[src/rtl/eth_rx_pkg.sv]
package eth_rx_pkg;

   typedef enum logic [1:0] {
      ST_HUNT  = 2'd0,
      ST_SKIP  = 2'd1,
      ST_FRAME = 2'd2
   } rx_state_e;

   localparam logic [7:0]  PRE_BYTE   = 8'h55;
   localparam logic [7:0]  SFD_BYTE   = 8'hD5;
   localparam logic [31:0] CRC_POLY   = 32'h04C11DB7;

   function automatic logic [31:0] bitrev32(input logic [31:0] v);
      logic [31:0] r;
      for (int i = 0; i < 32; i++) r[i] = v[31-i];
      return r;
   endfunction

   // One byte through a reflected (LSB-first) CRC-32 register.
   function automatic logic [31:0] crc_byte_refl(input logic [31:0] c_in,
                                                 input logic [7:0]  d);
      logic [31:0] c;
      logic        fb;
      c = c_in;
      for (int i = 0; i < 8; i++) begin
         fb = c[0] ^ d[i];
         c  = {1'b0, c[31:1]} ^ (fb ? bitrev32(CRC_POLY) : 32'h0);
      end
      return c;
   endfunction

endpackage

[src/rtl/eth_rx_crc32.sv]
module eth_rx_crc32
   import eth_rx_pkg::*;
#(
   parameter logic [31:0] GOOD_RESIDUE = 32'hC704DD7B
) (
   input  logic       clk,
   input  logic       rst_n,
   input  logic       init,
   input  logic       en,
   input  logic [7:0] din,
   output logic       crc_ok
);
   localparam logic [31:0] RESIDUE_REFL = bitrev32(GOOD_RESIDUE);

   logic [31:0] crc_q;

   always_ff @(posedge clk) begin
      if (!rst_n)      crc_q <= '1;
      else if (init)   crc_q <= '1;
      else if (en)     crc_q <= crc_byte_refl(crc_q, din);
   end

   assign crc_ok = (crc_q == RESIDUE_REFL);

   // a freshly preset register never reads as a good frame.
   p_preset_not_good_r6: assert property (@(posedge clk) disable iff (!rst_n)
      $past(init) |-> !crc_ok);

endmodule

[src/rtl/eth_rx_ts_snap.sv]
module eth_rx_ts_snap #(
   parameter int TS_W   = 32,
   parameter bit HAS_TS = 1'b1
) (
   input  logic            clk,
   input  logic            rst_n,
   input  logic            cap_evt,
   input  logic            ts_en,
   input  logic [TS_W-1:0] sys_time,
   input  logic            release_evt,
   output logic            ts_valid,
   output logic [TS_W-1:0] ts_value
);
   generate
      if (HAS_TS) begin : g_ts
         logic            armed_q;
         logic [TS_W-1:0] snap_q;
         logic            vld_q;

         always_ff @(posedge clk) begin
            if (!rst_n) begin
               armed_q <= 1'b0;
               snap_q  <= '0;
               vld_q   <= 1'b0;
            end else begin
               vld_q <= release_evt && armed_q;
               if (cap_evt) begin
                  armed_q <= ts_en;
                  if (ts_en) snap_q <= sys_time;
               end else if (release_evt) begin
                  armed_q <= 1'b0;
               end
            end
         end

         assign ts_valid = vld_q;
         assign ts_value = snap_q;

         // the snapshot does not move between delimiter and release.
         p_snap_hold_r7: assert property (@(posedge clk) disable iff (!rst_n)
            (armed_q && !cap_evt) |=> $stable(snap_q));
      end else begin : g_no_ts
         assign ts_valid = 1'b0;
         assign ts_value = '0;
      end
   endgenerate

endmodule

[src/rtl/eth_rx_sfd_strip.sv]
module eth_rx_sfd_strip
   import eth_rx_pkg::*;
#(
   parameter int TS_W   = 32,
   parameter int LEN_W  = 16,
   parameter bit HAS_TS = 1'b1
) (
   input  logic             clk,
   input  logic             rst_n,
   input  logic             rx_dv,
   input  logic [7:0]       rx_data,
   input  logic             drop_req,
   input  logic             ts_en,
   input  logic [TS_W-1:0]  sys_time,
   output logic             out_valid,
   output logic [7:0]       out_data,
   output logic             out_sof,
   output logic             stat_valid,
   output logic             stat_crc_err,
   output logic [LEN_W-1:0] stat_len,
   output logic             ts_valid,
   output logic [TS_W-1:0]  ts_value
);
   localparam logic [LEN_W-1:0] LEN_MAX = '1;

   generate
      if (LEN_W < 4 || TS_W < 1) begin : g_bad_param
         initial $fatal(1, "eth_rx_sfd_strip: LEN_W must be >= 4 and TS_W >= 1");
      end
   endgenerate

   rx_state_e        state_q, state_d;
   logic             first_q, drop_q;
   logic [LEN_W-1:0] len_q;
   logic             crc_ok;

   wire sfd_hit    = (state_q == ST_HUNT)  && rx_dv && (rx_data == SFD_BYTE);
   wire byte_take  = (state_q == ST_FRAME) && rx_dv;
   wire frame_end  = (state_q == ST_FRAME) && !rx_dv;
   wire drop_now   = drop_q || ((state_q == ST_FRAME) && drop_req);

   always_comb begin
      state_d = state_q;
      unique case (state_q)
         ST_HUNT: if (rx_dv) begin
            if (rx_data == SFD_BYTE)      state_d = ST_FRAME;
            else if (rx_data != PRE_BYTE) state_d = ST_SKIP;
         end
         ST_SKIP:  if (!rx_dv) state_d = ST_HUNT;
         ST_FRAME: if (!rx_dv) state_d = ST_HUNT;
         default:  state_d = ST_HUNT;
      endcase
   end

   always_ff @(posedge clk) begin
      if (!rst_n) begin
         state_q      <= ST_HUNT;
         first_q      <= 1'b0;
         drop_q       <= 1'b0;
         len_q        <= '0;
         out_valid    <= 1'b0;
         out_data     <= '0;
         out_sof      <= 1'b0;
         stat_valid   <= 1'b0;
         stat_crc_err <= 1'b0;
         stat_len     <= '0;
      end else begin
         state_q    <= state_d;
         out_valid  <= byte_take;
         out_sof    <= byte_take && first_q;
         stat_valid <= frame_end && !drop_now;
         if (byte_take) out_data <= rx_data;
         if (sfd_hit) begin
            first_q <= 1'b1;
            drop_q  <= 1'b0;
            len_q   <= '0;
         end else begin
            if (byte_take) begin
               first_q <= 1'b0;
               if (len_q != LEN_MAX) len_q <= len_q + 1'b1;
            end
            if ((state_q == ST_FRAME) && drop_req) drop_q <= 1'b1;
         end
         if (frame_end) begin
            stat_crc_err <= !crc_ok;
            stat_len     <= len_q;
         end
      end
   end

   eth_rx_crc32 u_crc (
      .clk    (clk),
      .rst_n  (rst_n),
      .init   (sfd_hit),
      .en     (byte_take),
      .din    (rx_data),
      .crc_ok (crc_ok)
   );

   eth_rx_ts_snap #(.TS_W(TS_W), .HAS_TS(HAS_TS)) u_ts (
      .clk         (clk),
      .rst_n       (rst_n),
      .cap_evt     (sfd_hit),
      .ts_en       (ts_en),
      .sys_time    (sys_time),
      .release_evt (frame_end && !drop_now),
      .ts_valid    (ts_valid),
      .ts_value    (ts_value)
   );

   // a forwarded byte always follows a sampled valid byte.
   p_out_after_dv_r4: assert property (@(posedge clk) disable iff (!rst_n)
      out_valid |-> $past(rx_dv));
   // start marker only rides on a forwarded byte.
   p_sof_with_data_r4: assert property (@(posedge clk) disable iff (!rst_n)
      out_sof |-> out_valid);
   // status follows a low valid and is a single pulse.
   p_stat_after_end_r5: assert property (@(posedge clk) disable iff (!rst_n)
      stat_valid |-> $past(!rx_dv));
   p_stat_pulse_r5: assert property (@(posedge clk) disable iff (!rst_n)
      stat_valid |=> !stat_valid);
   // timestamp is never released without status.
   p_ts_with_stat_r7: assert property (@(posedge clk) disable iff (!rst_n)
      ts_valid |-> stat_valid);
   // no forwarding while the stream was idle.
   p_idle_quiet_r1: assert property (@(posedge clk) disable iff (!rst_n)
      $past(!rx_dv) |-> !out_valid);

endmodule

[config.mk]
export PLATFORM = sky130hd
export DESIGN_NAME = eth_rx_sfd_strip
export DESIGN_NICKNAME = d
export VERILOG_FILES = /design/src/rtl/eth_rx_pkg.sv /design/src/rtl/eth_rx_crc32.sv /design/src/rtl/eth_rx_ts_snap.sv /design/src/rtl/eth_rx_sfd_strip.sv
export SDC_FILE = /design/constraint.sdc
export NUM_CORES = 1
export LEC_CHECK = 0
export BUFFER_PORTS_ARGS = -buffer_cell sky130_fd_sc_hd__buf_2
export CORE_UTILIZATION = 59
export DETAILED_ROUTE_END_ITERATION = 16
export PLACE_DENSITY = 0.85
export REMOVE_ABC_BUFFERS = 1
export SKIP_LAST_GASP = 1
export SLEW_MARGIN = 15
export SYNTH_ARGS = -nofsm -noshare
export SYNTH_HDL_FRONTEND = slang
export SYNTH_SLANG_ARGS = --single-unit
[constraint.sdc]
create_clock -name clk -period 4.87 [get_ports clk]
set_input_delay 0.7305 -clock clk [delete_from_list [all_inputs] [get_ports clk]]
set_output_delay 0.7305 -clock clk [all_outputs]
set_load 0.02 [all_outputs]
==> out/qor.yml <==
run_status:
  status: "complete, no violations"
route:
  routedWlPerCell_um: 15.8
  vias: 4163
  antenna_left: 0
  first_iter_violations: 243
  viasPerCell: 5.52
  wirelength_um: 11900
  drcViolationCount: 0
  firstDrtPassIters: 5
floorplanning:
  dieArea_um2: 8850
  chipWidth_um: 94.1
  rows: 33
  dieHeight_um: 94.1
  io_pins: 106
  core_area_um2: 8220
  initial_core_util: 0.609
worst_setup_path:
  crit_path_max_incr_delay_ps: 860
  cp_top_family: "simple AND/OR/NAND/NOR gates"
  worstPathArrival_ps: 3040
  crit_buf_inv: 1
  path_max_fanout: 33
  critPathLaunchType: "primary input"
  critPathRequiredTime_ps: 5250
  worstSetupPathType: "in -> reg"
  worstSetupEndpointType: "flop"
  crit_path_top_delay_cell: "nand3_2"
  path_cells: "buf_2 > nand4bb_1 > nor3_1 > nand3_2 > mux2i_1 > nor2_1"
cts:
  cts_tree: "built"
  cts.sinks: 114
  cts_setup_buffers: 0
  clk_latency_ps: 520
  numCtsBuffers: 17
  clockRootBuffer: "clkbuf_8"
  hold_buffers: 0
  clk_pin_slew_ps: 60
  clk_path_buf_depth: 2
  htreeDepth: 4
  postCtsResizedCells: 0
logic_synthesis:
  synth_warnings: 0
  synth-simple-area-share: 0.168
  synth_edf_count: 0
  synth-adder-area-share: 0.00750
  synth_xor_xnor_area_share: 0.170
  ys_ff_latch: 114
  seq_area_frac_synth: 0.456
  synth_compound_gate_area_share: 0.107
  synth_top_area_frac: 0.456
  ys.flop_type: "dfxtp_1"
  synthDistinctLibCells: 44
  synth_top_family_by_area: "XOR/XNOR gates"
  synth_mux_area_frac: 0.0640
  yosysTopAreaCell: "dfxtp_1"
  synthTopCellsByArea: "dfxtp_1 (46%), xnor2_1 (9.3%), mux2i_1 (6.4%)"
  syn_area_um2: 5000
  async_flop_share: 0
  syn_avg_cell_area_um2: 9.34
  syn_inst: 536
pwr:
  clkPwrFrac: 0.397
  seqPwrFrac: 0.355
  switching_power_w: 0.000937
  swShare: 0.314
  leakage_nw: 2.77
  comb_power_share: 0.248
  power-per-cell-area_nw_per_um2: 484
  ir_worst_vdd_v: 0.000359
  internal_power_w: 0.00205
global_routing:
  grt_use_met2: 0.476
  grt_pass1_vias: 3883
  grt_usage: 0.277
  grt_pass1_wl_um: 18700
  antenna_found_initial: 0
  met3_usage: 0.0696
  use_met1: 0.329
  grt_overflow: 0
  busiest_layer: "met2"
  grt_max_degree: 67
sta:
  period_share: 0.546
  grt_setup_unrepaired: "false"
  maxSlewViolCount: 0
  worst_slew_pin_slew_ps: 1040
  max_slew_margin: 0.305
  period_needed_ps: 2660
  fmax_mhz: 376
  clock_skew_ps: 9.97
  hold_viol: 0
  setup_tns_ps: 0
  finalSetupViolCount: 0
place:
  place_congestion: 0.907
  portBuffers: 105
  dp_hpwl_um: 7810
  dp_cells: 722
cells_and_area:
  mostFrequentLayoutCell: "dfxtp_1"
  drive_gt1_frac: 0.248
  fin_cells: 754
  final_cell_mix: "dfxtp_1 (114), buf_2 (105), nand2_1 (77), xnor2_1 (53), nor2_1 (50)"
  nets: 684
  synthToLayoutAreaGrowth_pct: 23.1
  antenna_cells: 0
job:
  max-cap-violations: 0
worst_hold_path:
  hold_class: "in -> reg"
-- cells in the mapped netlist (3+ instances only) --
library cell	count
buf_2	7
inv_1	6
o21ai_0	4
nand3_1	5
xor2_2	4
nor4_1	6
clkbuf_1	21
o211ai_1	17
a21boi_0	23
xnor2_2	9
nand2_1	78
nor4b_1	3
o21ai_1	11
xor2_1	17
xnor2_1	53
nand4_1	5
ha_1	3
or3_1	3
mux2i_1	32
nor2_1	50
dfxtp_1	114
nor3_1	17
a21oi_1	21
nand4b_1	3
-- layout make-up --
class                   instances  area (um2)
repair buffers                110         563
clock buffers                  17         414
fillers                       552        2050
multi-input cells             386        2590
inverters                       7        26.3
clock inverters                15         158
well taps                     105         131
flip-flops and latches        114        2280
-- power by group through the flow --
stage,clock network (W),logic [W],registers (W)
after floorplan,0,0.000557,0.00107
after global placement,0,0.000696,0.00107
after detailed placement,0,0.000719,0.00108
after CTS,0.00119,0.000740,0.00106
after global routing,0.00124,0.000807,0.00107
final,0.00119,0.000740,0.00106
-- flip-flops by register name, indices dropped and copies added (netlist names) --
signal	cells
u_ts.ts_value	32
first_q	1
stat_crc_err	1
out_sof	1
state_q	2
drop_q	1
len_q	16
stat_len	16
out_data	8
u_ts.g_ts.armed_q	1
u_ts.ts_valid	1
stat_valid	1
u_crc.crc_q	32
out_valid	1
-- tightest hold or removal path, cell delays in order --
cell and delay, ps:
buf_2 80, mux2i_1 50, nor2_1 70
-- kinds of logic after synthesis --
group,count (synthesis)
XOR/XNOR,84
buffers and inverters,36
AO/OA/AOI/OAI,83
adder cells (fa/ha/maj),3
flip-flops,114
AND/OR/NAND/NOR,184
multiplexers,32
-- per-layer routing --
layer,up-vias,share of wire
li1,2020,-
met1,1979,0.41
met2,135,0.51
met3,29,0.051
met4,0,0.023
met5,-,0
-- per-stage QoR --
stage | setup WS [ps] | power [W] | cell area (um2) | util | hold slack, ps
after floorplan | 1890 | 0.00163 | 4890 | - | 423
after global placement | 1920 | 0.00177 | 5590 | 0.680 | 436
after detailed placement | 1720 | 0.00179 | 5590 | 0.680 | 442
after CTS | 2220 | 0.00299 | 6160 | 0.750 | 435
after global routing | 2100 | 0.00311 | 6160 | 0.750 | 442
final | 2210 | 0.00298 | 6160 | 0.750 | 444
-- worst paths after layout --
path	start	end	cells after the start	slack, ps
max reg2reg	state_q[0]	u_crc.crc_q[27]	8	2360
min	sys_time[2]	u_ts.ts_value[2]	3	440
max	rx_data[5]	u_ts.ts_value[11]	6	2210
min reg2reg	first_q	first_q	2	450
Note: power is estimated with default switching activity, not from simulation.
